### src/rtl/blk_admit_pkg.sv
// Shared definitions for the thread-block admission controller.
// Assumes: the four pools are indexed in a fixed order by the gate.
package blk_admit_pkg;

    localparam int NUM_RES  = 4;
    localparam int FIT_BLK  = 0;
    localparam int FIT_WARP = 1;
    localparam int FIT_REG  = 2;
    localparam int FIT_SMEM = 3;

    // Register pool size select: base size, twice, four times.
    typedef enum logic [1:0] {
        POOL_X1  = 2'd0,
        POOL_X2  = 2'd1,
        POOL_X4  = 2'd2,
        POOL_X4B = 2'd3
    } reg_pool_e;

endpackage

### src/rtl/blk_admit_demand.sv
// Holds the launch configuration and derives one block's rounded demand on
// the warp, register and shared-memory pools, plus the never-fits flag.
// Assumes: WARP_SIZE and SMEM_GRAN are powers of two; register rounding
// steps are 4 and 8; the configuration only changes while no block is resident.
module blk_admit_demand
    import blk_admit_pkg::*;
#(
    parameter int WARP_SIZE       = 32,
    parameter int MAX_BLK_THREADS = 1024,
    parameter int MAX_WARPS       = 48,
    parameter int SMEM_POOL       = 49152,
    parameter int SMEM_GRAN       = 128,
    parameter int REG_POOL_MIN    = 8192,
    parameter int THR_W           = 11,
    parameter int RPT_W           = 8,
    parameter int SMEM_IN_W       = 17,
    parameter int WARP_W          = 6,
    parameter int REG_W           = 16,
    parameter int SMEM_W          = 16
) (
    input  logic                 clk,
    input  logic                 rst_n,
    input  logic                 cfg_load,
    input  logic                 cfg_accept,
    input  logic [THR_W-1:0]     cfg_threads,
    input  logic [RPT_W-1:0]     cfg_rpt,
    input  logic [SMEM_IN_W-1:0] cfg_smem,
    input  logic [1:0]           cfg_pool_sel,
    input  logic                 cfg_gran8,
    output logic                 cfg_ok,
    output logic                 never_fits,
    output logic [WARP_W-1:0]    dem_warps,
    output logic [REG_W-1:0]     dem_regs,
    output logic [REG_W-1:0]     reg_limit,
    output logic [SMEM_W-1:0]    dem_smem
);
    localparam int WS_LG  = $clog2(WARP_SIZE);
    localparam int WF_W   = THR_W - WS_LG + 1;
    localparam int SLOT_W = WF_W + WS_LG;
    localparam int RR_W   = RPT_W + 1;
    localparam int BR_W   = RR_W + SLOT_W;
    localparam int RAW_W  = RPT_W + THR_W;
    localparam int SG_LG  = $clog2(SMEM_GRAN);
    localparam int SR_W   = SMEM_IN_W + 1;

    logic                 loaded_q;
    logic [THR_W-1:0]     thr_q;
    logic [RPT_W-1:0]     rpt_q;
    logic [SMEM_IN_W-1:0] smem_q;
    logic [1:0]           psel_q;
    logic                 gran8_q;

    logic [WF_W-1:0]   warps_full;
    logic [SLOT_W-1:0] slots;
    logic [RR_W-1:0]   rpt_r;
    logic [BR_W-1:0]   blk_regs;
    logic [RAW_W-1:0]  raw_regs;
    logic [SR_W-1:0]   smem_r;

    // Capture a new configuration only when the multiprocessor is empty.
    always_ff @(posedge clk) begin
        if (!rst_n) begin
            loaded_q <= 1'b0;
            thr_q    <= '0;
            rpt_q    <= '0;
            smem_q   <= '0;
            psel_q   <= '0;
            gran8_q  <= 1'b0;
        end else if (cfg_load && cfg_accept) begin
            loaded_q <= 1'b1;
            thr_q    <= cfg_threads;
            rpt_q    <= cfg_rpt;
            smem_q   <= cfg_smem;
            psel_q   <= cfg_pool_sel;
            gran8_q  <= cfg_gran8;
        end
    end

    // Warps per block: thread count rounded up to whole warps.
    always_comb begin
        warps_full = WF_W'(thr_q[THR_W-1:WS_LG]) + WF_W'(|thr_q[WS_LG-1:0]);
        slots      = {warps_full, {WS_LG{1'b0}}};
    end

    // Registers per thread rounded up to the selected step of 4 or 8.
    always_comb begin
        if (gran8_q)
            rpt_r = {(RR_W-3)'(rpt_q[RPT_W-1:3]) + (RR_W-3)'(|rpt_q[2:0]), 3'b000};
        else
            rpt_r = {(RR_W-2)'(rpt_q[RPT_W-1:2]) + (RR_W-2)'(|rpt_q[1:0]), 2'b00};
    end

    // Register demand of one block, both rounded and as plainly requested.
    always_comb begin
        blk_regs = BR_W'(rpt_r) * BR_W'(slots);
        raw_regs = RAW_W'(rpt_q) * RAW_W'(thr_q);
    end

    // Shared memory rounded up to the allocation granule.
    always_comb begin
        smem_r = {(SR_W-SG_LG)'(smem_q[SMEM_IN_W-1:SG_LG]) + (SR_W-SG_LG)'(|smem_q[SG_LG-1:0]),
                  {SG_LG{1'b0}}};
    end

    // Register pool size from the select field.
    always_comb begin
        case (reg_pool_e'(psel_q))
            POOL_X1: reg_limit = REG_W'(REG_POOL_MIN);
            POOL_X2: reg_limit = REG_W'(REG_POOL_MIN * 2);
            default: reg_limit = REG_W'(REG_POOL_MIN * 4);
        endcase
    end

    // A block that exceeds any pool on an empty multiprocessor never fits.
    always_comb begin
        never_fits = loaded_q && ((thr_q == '0)
                                || (thr_q > THR_W'(MAX_BLK_THREADS))
                                || (warps_full > WF_W'(MAX_WARPS))
                                || (raw_regs > RAW_W'(reg_limit))
                                || (blk_regs > BR_W'(reg_limit))
                                || (smem_r > SR_W'(SMEM_POOL)));
        cfg_ok     = loaded_q && !never_fits;
    end

    // Demands sized to their pools; only meaningful while cfg_ok holds.
    always_comb begin
        dem_warps = warps_full[WARP_W-1:0];
        dem_regs  = blk_regs[REG_W-1:0];
        dem_smem  = smem_r[SMEM_W-1:0];
    end

endmodule

### src/rtl/blk_admit_pool.sv
// One resource pool: a running total of what resident blocks hold, and a
// fit test for one more block of the current demand.
// Assumes: take only when fits is high, give only when a block is held,
// and the demand is unchanged between a block's take and its give.
module blk_admit_pool #(
    parameter int W = 8
) (
    input  logic         clk,
    input  logic         rst_n,
    input  logic [W-1:0] limit,
    input  logic [W-1:0] demand,
    input  logic         take,
    input  logic         give,
    output logic [W-1:0] used,
    output logic         fits
);
    logic [W:0] after_take;

    // Fit test against the total before this edge's changes.
    always_comb begin
        after_take = {1'b0, used} + {1'b0, demand};
        fits       = after_take <= {1'b0, limit};
    end

    // Running total: add on admit, subtract on release, both may coincide.
    always_ff @(posedge clk) begin
        if (!rst_n)
            used <= '0;
        else
            used <= used + (take ? demand : '0) - (give ? demand : '0);
    end

endmodule

### src/rtl/blk_admit_gate.sv
// Handshake and release control: raises ready when every pool fits,
// turns valid/ready into an admit strobe and a completion into a release.
// Assumes: occupied is high while at least one block is resident.
module blk_admit_gate #(
    parameter int NUM_RES = 4
) (
    input  logic               clk,
    input  logic               rst_n,
    input  logic               blk_valid,
    input  logic               blk_done,
    input  logic               cfg_ok,
    input  logic               occupied,
    input  logic [NUM_RES-1:0] fits,
    output logic               blk_ready,
    output logic               admit,
    output logic               free_blk,
    output logic               underflow
);
    // Admit at most one block per clock, only if all pools fit.
    always_comb begin
        blk_ready = cfg_ok && (&fits);
        admit     = blk_valid && blk_ready;
        free_blk  = blk_done && occupied;
    end

    // Sticky record of a completion with nothing resident.
    always_ff @(posedge clk) begin
        if (!rst_n)
            underflow <= 1'b0;
        else if (blk_done && !occupied)
            underflow <= 1'b1;
    end

endmodule

### src/rtl/blk_admit_ctrl.sv
// Thread-block admission controller for one multiprocessor. Holds a launch
// configuration, admits waiting blocks in order while four pools (block
// slots, warp slots, registers, shared memory) all fit, and returns one
// block's resources per completion pulse. Nothing is ever evicted.
// Assumes: one kernel's blocks share one configuration at a time.
module blk_admit_ctrl
    import blk_admit_pkg::*;
#(
    parameter int WARP_SIZE       = 32,
    parameter int MAX_BLOCKS      = 8,
    parameter int MAX_SM_THREADS  = 1536,
    parameter int MAX_BLK_THREADS = 1024,
    parameter int SMEM_POOL       = 49152,
    parameter int SMEM_GRAN       = 128,
    parameter int REG_POOL_MIN    = 8192,
    parameter int RPT_W           = 8,
    parameter int SMEM_IN_W       = 17,
    localparam int THR_W          = $clog2(MAX_BLK_THREADS) + 1,
    localparam int BLK_W          = $clog2(MAX_BLOCKS + 1),
    localparam int MAX_WARPS      = MAX_SM_THREADS / WARP_SIZE,
    localparam int WARP_W         = $clog2(MAX_WARPS + 1),
    localparam int REG_W          = $clog2(REG_POOL_MIN * 4 + 1),
    localparam int SMEM_W         = $clog2(SMEM_POOL + 1)
) (
    input  logic                 clk,
    input  logic                 rst_n,
    input  logic                 cfg_load,
    input  logic [THR_W-1:0]     cfg_threads,
    input  logic [RPT_W-1:0]     cfg_regs_per_thread,
    input  logic [SMEM_IN_W-1:0] cfg_smem_bytes,
    input  logic [1:0]           cfg_reg_pool_sel,
    input  logic                 cfg_reg_gran8,
    input  logic                 blk_valid,
    output logic                 blk_ready,
    input  logic                 blk_done,
    output logic [BLK_W-1:0]     resident_blocks,
    output logic [WARP_W-1:0]    active_warps,
    output logic                 cfg_never_fits,
    output logic                 done_underflow
);
    logic               cfg_ok;
    logic               occupied;
    logic               admit;
    logic               free_blk;
    logic [NUM_RES-1:0] fits;
    logic [WARP_W-1:0]  dem_warps;
    logic [REG_W-1:0]   dem_regs;
    logic [REG_W-1:0]   reg_limit;
    logic [SMEM_W-1:0]  dem_smem;
    logic [BLK_W-1:0]   blk_used;
    logic [WARP_W-1:0]  warp_used;
    logic [REG_W-1:0]   reg_used;
    logic [SMEM_W-1:0]  smem_used;

    blk_admit_demand #(
        .WARP_SIZE      (WARP_SIZE),
        .MAX_BLK_THREADS(MAX_BLK_THREADS),
        .MAX_WARPS      (MAX_WARPS),
        .SMEM_POOL      (SMEM_POOL),
        .SMEM_GRAN      (SMEM_GRAN),
        .REG_POOL_MIN   (REG_POOL_MIN),
        .THR_W          (THR_W),
        .RPT_W          (RPT_W),
        .SMEM_IN_W      (SMEM_IN_W),
        .WARP_W         (WARP_W),
        .REG_W          (REG_W),
        .SMEM_W         (SMEM_W)
    ) u_demand (
        .clk         (clk),
        .rst_n       (rst_n),
        .cfg_load    (cfg_load),
        .cfg_accept  (!occupied),
        .cfg_threads (cfg_threads),
        .cfg_rpt     (cfg_regs_per_thread),
        .cfg_smem    (cfg_smem_bytes),
        .cfg_pool_sel(cfg_reg_pool_sel),
        .cfg_gran8   (cfg_reg_gran8),
        .cfg_ok      (cfg_ok),
        .never_fits  (cfg_never_fits),
        .dem_warps   (dem_warps),
        .dem_regs    (dem_regs),
        .reg_limit   (reg_limit),
        .dem_smem    (dem_smem)
    );

    // Resident block slots.
    blk_admit_pool #(.W(BLK_W)) u_pool_blk (
        .clk(clk), .rst_n(rst_n),
        .limit(BLK_W'(MAX_BLOCKS)), .demand(BLK_W'(1)),
        .take(admit), .give(free_blk),
        .used(blk_used), .fits(fits[FIT_BLK])
    );

    // Warp slots (threads in whole warps).
    blk_admit_pool #(.W(WARP_W)) u_pool_warp (
        .clk(clk), .rst_n(rst_n),
        .limit(WARP_W'(MAX_WARPS)), .demand(dem_warps),
        .take(admit), .give(free_blk),
        .used(warp_used), .fits(fits[FIT_WARP])
    );

    // Register file.
    blk_admit_pool #(.W(REG_W)) u_pool_reg (
        .clk(clk), .rst_n(rst_n),
        .limit(reg_limit), .demand(dem_regs),
        .take(admit), .give(free_blk),
        .used(reg_used), .fits(fits[FIT_REG])
    );

    // Shared memory.
    blk_admit_pool #(.W(SMEM_W)) u_pool_smem (
        .clk(clk), .rst_n(rst_n),
        .limit(SMEM_W'(SMEM_POOL)), .demand(dem_smem),
        .take(admit), .give(free_blk),
        .used(smem_used), .fits(fits[FIT_SMEM])
    );

    blk_admit_gate #(.NUM_RES(NUM_RES)) u_gate (
        .clk      (clk),
        .rst_n    (rst_n),
        .blk_valid(blk_valid),
        .blk_done (blk_done),
        .cfg_ok   (cfg_ok),
        .occupied (occupied),
        .fits     (fits),
        .blk_ready(blk_ready),
        .admit    (admit),
        .free_blk (free_blk),
        .underflow(done_underflow)
    );

    // Status outputs straight from the block and warp totals.
    always_comb begin
        occupied        = blk_used != '0;
        resident_blocks = blk_used;
        active_warps    = warp_used;
    end

endmodule

### config.mk
export PLATFORM = sky130hd
export DESIGN_NAME = blk_admit_ctrl
export DESIGN_NICKNAME = d
export VERILOG_FILES = /design/src/rtl/blk_admit_pkg.sv /design/src/rtl/blk_admit_demand.sv /design/src/rtl/blk_admit_pool.sv /design/src/rtl/blk_admit_gate.sv /design/src/rtl/blk_admit_ctrl.sv
export SDC_FILE = /design/constraint.sdc
export NUM_CORES = 1
export LEC_CHECK = 0
export ABC_AREA = 1
export BUFFER_PORTS_ARGS = -buffer_cell sky130_fd_sc_hd__buf_2
export CAP_MARGIN = 20
export CORE_ASPECT_RATIO = 0.7
export CORE_MARGIN = 2
export CORE_UTILIZATION = 40
export CTS_CLUSTER_SIZE = 8
export DETAILED_ROUTE_END_ITERATION = 7
export GPL_TIMING_DRIVEN = 0
export PLACE_DENSITY_LB_ADDON = 0.3
export SLEW_MARGIN = 15
export SYNTH_ARGS = -nofsm -noshare
export SYNTH_HDL_FRONTEND = slang
export SYNTH_HIERARCHICAL = 1
export SYNTH_SLANG_ARGS = --single-unit
export TNS_END_PERCENT = 5
### constraint.sdc
create_clock -name clk -period 9 [get_ports clk]
set_input_delay 0.9 -clock clk [delete_from_list [all_inputs] [get_ports clk]]
set_output_delay 0.9 -clock clk [all_outputs]
set_load 0.02 [all_outputs]
## Yosys cells after proc, flatten, opt, wreduce, memory -nomap -nowiden

Cells that the tools add are included.

| storage, ports and cells | value |
|---|---|
| memory bits (writable) | 0 |
| bits in latches | 0 |
| register bits after elaboration | 83 |
| input bits | 44 |
| bits in read-only memories | 0 |
| memories kept | 0 |
| output and inout port bits | 13 |
| logic and storage cells | 71 |

| operators by class | value |
|---|---|
| mux-type cells | 10 |
| reductions and logical operators | 22 |
| magnitude comparators | 9 |
| bitwise operators | 0 |
| equality and inequality tests | 1 |
| multipliers | 2 |
| div/mod/pow operators | 0 |
| add/sub/neg operators | 16 |
| shifts and indexed selects | 0 |

Operator list:

| cell | number |
|---|---|
| 16-bit two-way mux | 4 |
| 16-bit by 16-bit adder with 17-bit output | 2 |
| 16-bit adder | 2 |
| 16-bit case mux with 2 select lines | 1 |
| 16-bit subtractor | 2 |
| 21-bit by 16-bit greater-than comparator with 1-bit output | 1 |
| 19-bit by 16-bit greater-than comparator with 1-bit output | 1 |
| 8-bit by 11-bit multiplier with 19-bit output | 1 |
| 18-bit by 16-bit greater-than comparator with 1-bit output (second input constant) | 1 |
| 17-bit by 16-bit <= comparator with 1-bit output | 1 |
| 17-bit by 16-bit <= comparator with 1-bit output (second input constant) | 1 |
| 9-bit by 7-bit multiplier with 16-bit output | 1 |
| 6-bit by 1-bit adder with 7-bit output | 2 |
| 6-bit two-way mux | 2 |
| 10-bit by 1-bit adder with 11-bit output | 1 |
| 11-bit greater-than comparator (second input constant) | 1 |
| 11-bit logical NOT | 1 |
| 9-bit two-way mux | 1 |
| 6-bit by 6-bit adder with 7-bit output | 1 |
| 7-bit by 6-bit greater-than comparator with 1-bit output (second input constant) | 1 |
| 7-bit by 6-bit <= comparator with 1-bit output (second input constant) | 1 |
| 1-bit logical AND | 7 |
| 7-bit OR reduction | 1 |
| 5-bit by 1-bit adder with 6-bit output | 1 |
| 16 further kinds | 22 |

## Logic depth before layout (Yosys ltp)

Gate-level depths: netlist of the first run.

| depth | value |
|---|---|
| word-level depth | 15 |
| mapped depth | 57 |
| depth with buffers taken out | 55 |

## Cells and area by module

The synthesis of the first run kept the hierarchy.

Modules (own cells, without submodules):

| module | times used | cells an instance | sequential area each (sq um) | area each (sq um) |
|---|---|---|---|---|
| blk_admit_demand | 1 | 1,111 | 800.8 | 7,484.7 |
| blk_admit_pool at u_pool_reg | 1 | 449 | 320.3 | 3,044.2 |
| blk_admit_pool at u_pool_smem | 1 | 455 | 320.3 | 2,984.1 |
| blk_admit_pool at u_pool_warp | 1 | 159 | 120.1 | 1,037.2 |
| blk_admit_pool at u_pool_blk | 1 | 92 | 80.1 | 626.9 |
| blk_admit_gate | 1 | 12 | 20.0 | 70.1 |
| blk_admit_ctrl | 1 | 11 | 0.0 | 42.5 |

## Worst setup path after synthesis of the first run

Ideal clock, no wire load.

| path | value |
|---|---|
| path type | register to register |
| start point | register u_demand.thr_q[4] |
| end point | register u_pool_reg.used[14] |
| stages on the path, launching flop included | 47 |
| setup time | 0.115 ns |
| required time | 8.885 ns |
| slack | -0.027 ns |
| clock period less this slack | 9.027 ns |
| path buffers | 3 |
| arrival | 8.912 ns |
| cell sequence | dfxtp_1 buf_2 inv_1 nand3_1 nor2_2 inv_1 ha_1 ha_1 nand4_1 nor2_1 nand2_1 fa_1 fa_1 fa_1 inv_1 fa_1 ha_1 a21oi_1 [... 11 more ...] o2111ai_1 nor2_2 nand3_1 nand2_1 nand3_1 nor3_2 clkbuf_1 clkbuf_1 nand2_1 fa_1 inv_1 ha_1 a21oi_1 o21ai_0 a21oi_1 nand3_1 nand2_1 nor2_1 |

| on the way | value |
|---|---|
| elaborated cells between the ends (all ways) | 28 |
| classes of those cells | add/sub (5); mul (2); order compare (6); mux (2); reduce/logical (13) |

RTL lines:

| what | line | RTL |
|---|---|---|
| start, declared | blk_admit_demand.sv:47 | `logic [THR_W-1:0] thr_q;` |
| start signal, assigned | blk_admit_demand.sv:71 | `thr_q <= cfg_threads;` |
| 5-bit OR reduction | blk_admit_demand.sv:81 | `warps_full = WF_W'(thr_q[THR_W-1:WS_LG]) + WF_W'(\|thr_q[WS_LG-1:0]);` |
| 6-bit by 1-bit adder with 7-bit output | blk_admit_demand.sv:81 |  |
| 9-bit by 7-bit multiplier with 16-bit output | blk_admit_demand.sv:95 | `blk_regs = BR_W'(rpt_r) * BR_W'(slots);` |
| via dem_regs[14] | blk_admit_ctrl.sv:47 | `logic [REG_W-1:0] dem_regs;` |
| 16-bit by 16-bit adder with 17-bit output | blk_admit_pool.sv:21 | `after_take = {1'b0, used} + {1'b0, demand};` |
| 17-bit by 16-bit <= comparator with 1-bit output | blk_admit_pool.sv:22 | `fits = after_take <= {1'b0, limit};` |
| via fits[2] | blk_admit_ctrl.sv:45 | `logic [NUM_RES-1:0] fits;` |
| 4-bit AND reduction | blk_admit_gate.sv:21 | `blk_ready = cfg_ok && (&fits);` |
| 1-bit logical AND | blk_admit_gate.sv:21 |  |
| 1-bit logical AND | blk_admit_gate.sv:22 | `admit = blk_valid && blk_ready;` |
| via admit | blk_admit_ctrl.sv:43 | `logic admit;` |
| 16-bit two-way mux | blk_admit_pool.sv:30 | `used <= used + (take ? demand : '0) - (give ? demand : '0);` |
| 16-bit adder | blk_admit_pool.sv:30 |  |
| 16-bit subtractor | blk_admit_pool.sv:30 |  |
| end signal, assigned | blk_admit_pool.sv:30 |  |
| end, declared | blk_admit_pool.sv:14 | `output logic [W-1:0] used,` |

The timed path passes the listed nets, and every way through them passes these cells.
A chain may end at the register's enable or synchronous reset.

## Worst setup path in the final report of the first run

| path | value |
|---|---|
| start point | register u_demand.thr_q[2] |
| end point | register u_pool_smem.used[15] |

| on the way | value |
|---|---|
| elaborated cells between the ends (all ways) | 27 |
| classes of those cells | add/sub (5); mul (2); order compare (6); mux (1); reduce/logical (13) |

RTL lines:

| what | line |
|---|---|
| 5-bit OR reduction | blk_admit_demand.sv:81 |
| 6-bit by 1-bit adder with 7-bit output | blk_admit_demand.sv:81 |
| 9-bit by 7-bit multiplier with 16-bit output | blk_admit_demand.sv:95 |
| via dem_regs[14] | blk_admit_ctrl.sv:47 |
| 16-bit by 16-bit adder with 17-bit output | blk_admit_pool.sv:21 |
| 17-bit by 16-bit <= comparator with 1-bit output | blk_admit_pool.sv:22 |
| via fits[2] | blk_admit_ctrl.sv:45 |
| 4-bit AND reduction | blk_admit_gate.sv:21 |
| 1-bit logical AND | blk_admit_gate.sv:21 |
| 1-bit logical AND | blk_admit_gate.sv:22 |
| via admit | blk_admit_ctrl.sv:43 |
| 16-bit two-way mux | blk_admit_pool.sv:30 |
| 16-bit adder | blk_admit_pool.sv:30 |
| 16-bit subtractor | blk_admit_pool.sv:30 |
| end signal, assigned | blk_admit_pool.sv:30 |
| end, declared | blk_admit_pool.sv:14 |

The timed path passes the listed nets, and every way through them passes these cells.

==> impl_metrics.json, run 1 <==
{
  "endpoint_kind": "flip-flop",
  "grtUsageTotal_pct": 20.6,
  "core-area_sq_mm": 0.0374,
  "finalWeightedCongestion": 0.892,
  "status": "finished clean",
  "ys_seq_area_share_pct": 10.9,
  "firstDrtPassIters": 5,
  "clock_skew_ns": 0.0125,
  "critPathLaunchType": "flip-flop",
  "postRouteAntennaNets": 0,
  "drive_above_1_share_pct": 15.1,
  "rsz0062_at_grt": "yes",
  "synth-seq-cells": 83,
  "swShare_pct": 56.7,
  "die_y_um": 168,
  "io-pin-count": 57,
  "fill_cells": 3743,
  "setup_tns_ns": 0,
  "die_area_sq_mm": 0.0398,
  "clockRootBuffer": "clkbuf_16",
  "synth_flop_cell": "dfxtp_1",
  "cts.sinks": 83,
  "power_leakage_nw": 10.1,
  "synth_area_per_cell_sq_um": 6.68,
  "slew_violations": 0,
  "vias": 14100,
  "wire_per_inst_um": 13.6,
  "synth_area_leaders": "ha_1 (17%), fa_1 (16%), inv_1 (13%)",
  "syn_inst": 2289,
  "synth_top_area_cell": "ha_1",
  "finalPower_mw": 6.48,
  "finalWirelength_mm": 40.0,
  "p_comb_share_pct": 83.6,
  "cp_slowest_stage_delay_ns": 0.60,
  "htreeDepth": 3,
  "synth_top_cell_area_share_pct": 17.3,
  "antenna_found_initial": 0,
  "max_freq_mhz": 111,
  "grt-ovfl-total": 0,
  "grt_pass1_wl_mm": 67.0,
  "cellInternalPower_mw": 2.81,
  "cts_made_buffers": 9,
  "num_antenna_cells": 0,
  "tightest_slew_ns": 0.688,
  "die_w_um": 238,
  "hold_path_class": "flip-flop to flip-flop",
  "grt_pass1_vias": 13600,
  "holdWs_ns": 0.469,
  "grt_max_degree": 28,
  "power_frac_seq_pct": 10.0,
  "worstHoldPathCells": 2,
  "cp_max_fo": 9,
  "yosys_warnings": 6,
  "switchingPower_mw": 3.68,
  "drt_iter0_drc": 885,
  "worstPathRequired_ns": 9.28,
  "viasPerCell": 4.79,
  "syn-cell-area_sq_mm": 0.0153,
  "cpMostUsedCell": "fa_1",
  "clk_path_buf_depth": 2,
  "nets": 2828,
  "start_util_pct": 40.9,
  "ff2ff_path_depth": 47,
  "clkSlewWorstSetupHoldPaths_ns": 0.08,
  "drv_cap": 0,
  "synth-edff-count": 0,
  "synth.distinct_cells": 61,
  "clk-insertion-delay-late_ns": 0.38,
  "max_slew_margin_pct": 54.1,
  "drc": 0,
  "pwr-share-clk_pct": 6.4,
  "area_delta_synth_final_pct": 16.6,
  "crit_type": "flip-flop to flip-flop",
  "cp_slowest_cell": "fa_1",
  "ys_async_sr_fraction_pct": 0,
  "hpwlAfterDp_mm": 32.1,
  "rows": 59,
  "finalHoldViolations": 0,
  "io_buffers": 56,
  "setup_violations": 0,
  "fin_crit_ns": 9.00,
  "cts_tree": "built",
  "power_density_mw_per_mm2": 364,
  "peakVddDrop_uv": 275,
  "worstPathArrival_ns": 9.27,
  "finalCritPeriodShare_pct": 100
}
## registers in the layout (all words and copies together) (netlist names)
register,flops
u_demand/psel_q,2
u_gate/underflow,1
u_pool_warp/used,6
u_demand/thr_q,11
u_pool_blk/used,4
u_pool_smem/used,16
u_demand/gran8_q,1
u_demand/smem_q,17
u_pool_reg/used,16
u_demand/rpt_q,8
u_demand/loaded_q,1
## synthesized netlist by cell type, types with 10 or more instances
cell type / instances
a21oi_1: 141
a21oi_2: 14
buf_4: 30
clkbuf_1: 29
dfxtp_1: 83
fa_1: 120
ha_1: 212
inv_1: 545
inv_2: 13
nand2_1: 503
nand2_2: 22
nand3_1: 81
nand3_2: 11
nand4_1: 30
nor2_1: 190
nor2_2: 10
nor3_1: 17
o21ai_0: 76
o21ai_1: 13
xnor2_1: 18
xor2_1: 36
## final cells by class
class	count	area, sq um	share of cell area, %
multi-input combinational	1635	12100	67.6
inverter	562	2120	11.9
sequential	83	1670	9.39
tap	488	611	3.43
timing repair buffer	89	536	3.00
buffer	72	518	2.91
clock buffer	9	225	1.26
clock inverter	7	86.3	0.484
## repair_timing
item / 4_1_cts / 5_1_grt
endpoints found under the setup margin: 27 / 23
hold buffers: 0 / 0
buffers inserted: 27 / 6
pin swaps: 55 / 45
resized for setup: 131 / 57
## cell families (layout without fill, tap and decap cells)
logic type,after synthesis,count (layout),synth area share (%)
flops,83,83,10.9
xor+xnor,56,56,3.38
buf+inv,634,739,16.7
other cells,3,66,0.0736
simple gates,889,889,24.9
compound gates,292,292,11.0
fa+ha+maj,332,332,33.1
## layout by cell type (no fill, tap or decap), drive strengths merged
cell and count:
and3 1, o21ai 94, a21oi 157, o21a 6, inv 564, nor3 18, o31ai 5, nor2 203
a211oi 4, clkbuf 39, nor3b 2, o2111ai 2, clkinvlp 1, bufinv 1, buf 131, a21o 7
fa 120, a221oi 1, clkinv 3, nor4 3, xnor2 19, o211ai 1, nand2 529, a21boi 4
dfxtp 83, xor2 37, conb 66, a31oi 4, or2 5, nand3b 5, ha 212, nand4 31
nand3 92, a311oi 1, o21bai 6
## stage by stage
stage	area [sq um]	std cells	utilization [%]	worst slack, ns
finish	17800	2945	47.6	0.00379
global route	17800	2945	47.6	-0.369
CTS	17500	2939	46.9	0.0129
detailed placement	16400	2896	43.9	-1.70
global placement	16400	2896	43.9	-1.60
floorplan	15500	2352	-	0.0360
## worst paths after layout
check,slack (ns),from,end
hold reg to reg,0.47,u_gate/underflow,u_gate/underflow
setup reg to reg,0.004,u_demand/thr_q[2],u_pool_smem/used[15]
setup / recovery,0.004,u_demand/thr_q[2],u_pool_smem/used[15]
hold / removal,0.47,u_gate/underflow,u_gate/underflow
## routing by layer
metal / global-route usage, % / part of all wire (%) / up-vias
li1: - / - / 7262
met1: 30.5 / 51 / 6477
met2: 31.1 / 42 / 344
met3: 3.41 / 5.9 / 31
met4: 4.73 / 1.4 / 0
met5: 0 / 0 / -
## power by group through the flow
stage | Clock [mW] | Combinational, mW | Sequential (mW)
detailed placement | 0 | 4.59 | 0.647
floorplan | 0 | 3.54 | 0.620
global placement | 0 | 4.48 | 0.644
finish | 0.416 | 5.42 | 0.647
CTS | 0.431 | 5.11 | 0.641
global route | 0.441 | 6.09 | 0.665
## critical path, delay by kind of cell (launching register included)
| kind | cells | cell delay (ns) |
|---|---|---|
| xor gates and xnor gates | 3 | 0.62 |
| AOI/OAI and AO/OA | 3 | 0.53 |
| buffers and inverters | 11 | 1.04 |
| and+or+nand+nor | 19 | 2.22 |
| DFF | 1 | 0.30 |
| adders and majority gates | 11 | 4.17 |
(Power assumes the default switching activity.)
==> run 2: changes to the inputs <==
Settings changed: CORE_MARGIN 2 to 3.
==> impl_metrics.json, run 2 (synthesis gave the netlist of run 1 again) <==
{
  "drv_cap": 0,
  "crit_type": "flip-flop to flip-flop",
  "nets": 2840,
  "clock_skew_ns": 0.0137,
  "clk-insertion-delay-late_ns": 0.37,
  "grt_pass1_wl_mm": 65.8,
  "finalWeightedCongestion": 0.893,
  "io-pin-count": 57,
  "clkSlewWorstSetupHoldPaths_ns": 0.07,
  "finalCritPeriodShare_pct": 97.2,
  "peakVddDrop_uv": 171,
  "finalWirelength_mm": 40.0,
  "antenna_found_initial": 0,
  "grtUsageTotal_pct": 19.7,
  "rsz0062_at_grt": "yes",
  "regToRegStartpoint": "u_demand/rpt_q[1]",
  "grt-ovfl-total": 0,
  "rrSetupSlack_ns": 0.25,
  "cp_slowest_stage_delay_ns": 0.59,
  "finalPower_mw": 6.57,
  "htreeDepth": 3,
  "max_slew_margin_pct": 50.7,
  "min_from": "u_gate/underflow",
  "timing.rr.end": "u_pool_reg/used[9]",
  "worstPathArrival_ns": 9.00,
  "place_ws_ns": -1.84,
  "critPathLaunchType": "flip-flop",
  "cp_max_fo": 6,
  "fin_crit_ns": 8.75,
  "viasPerCell": 4.82,
  "drc": 0,
  "worstPathRequired_ns": 9.25,
  "start_util_pct": 40.9,
  "cts.hold.buffers_added": 0,
  "cts.sinks": 83,
  "finalHoldViolations": 0,
  "firstDrtPassIters": 5,
  "clockRootBuffer": "clkbuf_16",
  "postRouteAntennaNets": 0,
  "io_buffers": 56,
  "mostFrequentLayoutCell": "inv_1",
  "fin_util_pct": 48.1,
  "drt_iter0_drc": 865,
  "setup_violations": 0,
  "cp_slowest_cell": "fa_1",
  "clk_path_buf_depth": 2,
  "num_antenna_cells": 0,
  "holdPathEnd": "u_gate/underflow",
  "drive_above_1_share_pct": 15.6,
  "setup_tns_ns": 0,
  "area_delta_synth_final_pct": 17.7,
  "fill_cells": 3707,
  "wire_per_inst_um": 13.5,
  "status": "finished clean",
  "power_density_mw_per_mm2": 365,
  "core-area_sq_mm": 0.0374,
  "die_y_um": 170,
  "reg_top3": "u_demand/smem_q x17, u_pool_reg/used x16, u_pool_smem/used x16",
  "tightest_slew_ns": 0.740,
  "cts_tree": "built",
  "power_leakage_nw": 10.2,
  "largest_register_ffs": 17,
  "die_w_um": 240,
  "final_cell_mix": "inv_1 (535), nand2_1 (486), ha_1 (189)",
  "setup_ws_ns": 0.248,
  "hpwlAfterDp_mm": 32.2,
  "grt_pass1_vias": 13600,
  "endpoint_kind": "flip-flop",
  "cts_made_buffers": 9,
  "rows": 59,
  "die_area_sq_mm": 0.0406,
  "top_register": "u_demand/smem_q",
  "vias": 14300,
  "grt_max_degree": 28,
  "hold_path_class": "flip-flop to flip-flop",
  "worstHoldPathCells": 2,
  "ff2ff_path_depth": 51,
  "slew_violations": 0,
  "max_freq_mhz": 114
}
==> run 2: cell types whose count changed in the layout (fill, tap and decap cells not counted), moves of 3 or more <==
cell     previous run  this run
nor2_2             21        18
buf_4              64        73
buf_6               7        10
a21oi_2            29        33
a21oi_1           116       113
==> run 2: per-stage QoR <==
step / instance area, sq um / instances / hold WS, ns
after floorplan: 15500 / 2352 / 0.455
after global placement: 16400 / 2896 / 0.445
after detailed placement: 16400 / 2896 / 0.462
after CTS: 17400 / 2935 / 0.480
after global routing: 18000 / 2957 / 0.488
final: 18000 / 2957 / 0.478
==> run 2: worst max path at each step <==
stage / cells past startpoint / start / end / slack, ns
finish: 51 / u_demand/rpt_q[1] / u_pool_reg/used[9] / 0.25
global route: 49 / u_demand/rpt_q[1] / u_pool_reg/used[11] / -0.22
CTS: 47 / u_demand/thr_q[4] / u_pool_reg/used[14] / 0.01
detailed placement: 45 / u_demand/thr_q[4] / u_pool_smem/used[14] / -1.84
global placement: 45 / u_demand/thr_q[4] / u_pool_smem/used[14] / -1.67
floorplan: 46 / u_demand/thr_q[4] / u_pool_reg/used[14] / 0.04
==> run 2: repair_timing <==
action / in CTS / in global routing
setup buffers: 23 / 22
resized for setup: 111 / 95
pin swaps: 44 / 61
setup endpoints to repair: 28 / 25
==> run 2: critical path, delay by kind of cell, from the launching register on <==
kind | cells | cell delay [ns]
AO/OA/AOI/OAI | 8 | 1.12
XOR/XNOR | 3 | 0.46
adder cells (fa/ha/maj) | 12 | 4.18
buffers and inverters | 10 | 0.88
flip-flops | 1 | 0.36
AND/OR/NAND/NOR | 18 | 1.60
==> run 2: final cells by class <==
cell class,instances,area (sq um),area share (%)
Inverter,562,2130,11.9
Buffer,72,529,2.94
Tap cell,488,611,3.39
Timing Repair Buffer,101,626,3.48
Clock inverter,6,77.6,0.431
Multi-Input combinational cell,1635,12100,67.3
Sequential cell,83,1670,9.30
Clock buffer,10,239,1.33
==> run 2: per-layer routing <==
| metal | up-vias | global-route usage (%) | wire [um] |
|---|---|---|---|
| met2 | 321 | 30.3 | 16800 |
| met3 | 32 | 4.24 | 2740 |
| met4 | 0 | 4.47 | 600 |
| met1 | 6630 | 28.4 | 19800 |
| li1 | 7279 | - | - |
| met5 | - | 0 | 0 |
==> run 2: power breakdown <==
part	internal [mW]	switching, mW
combinational	2.12	3.39
sequential	0.519	0.129
clock	0.229	0.186
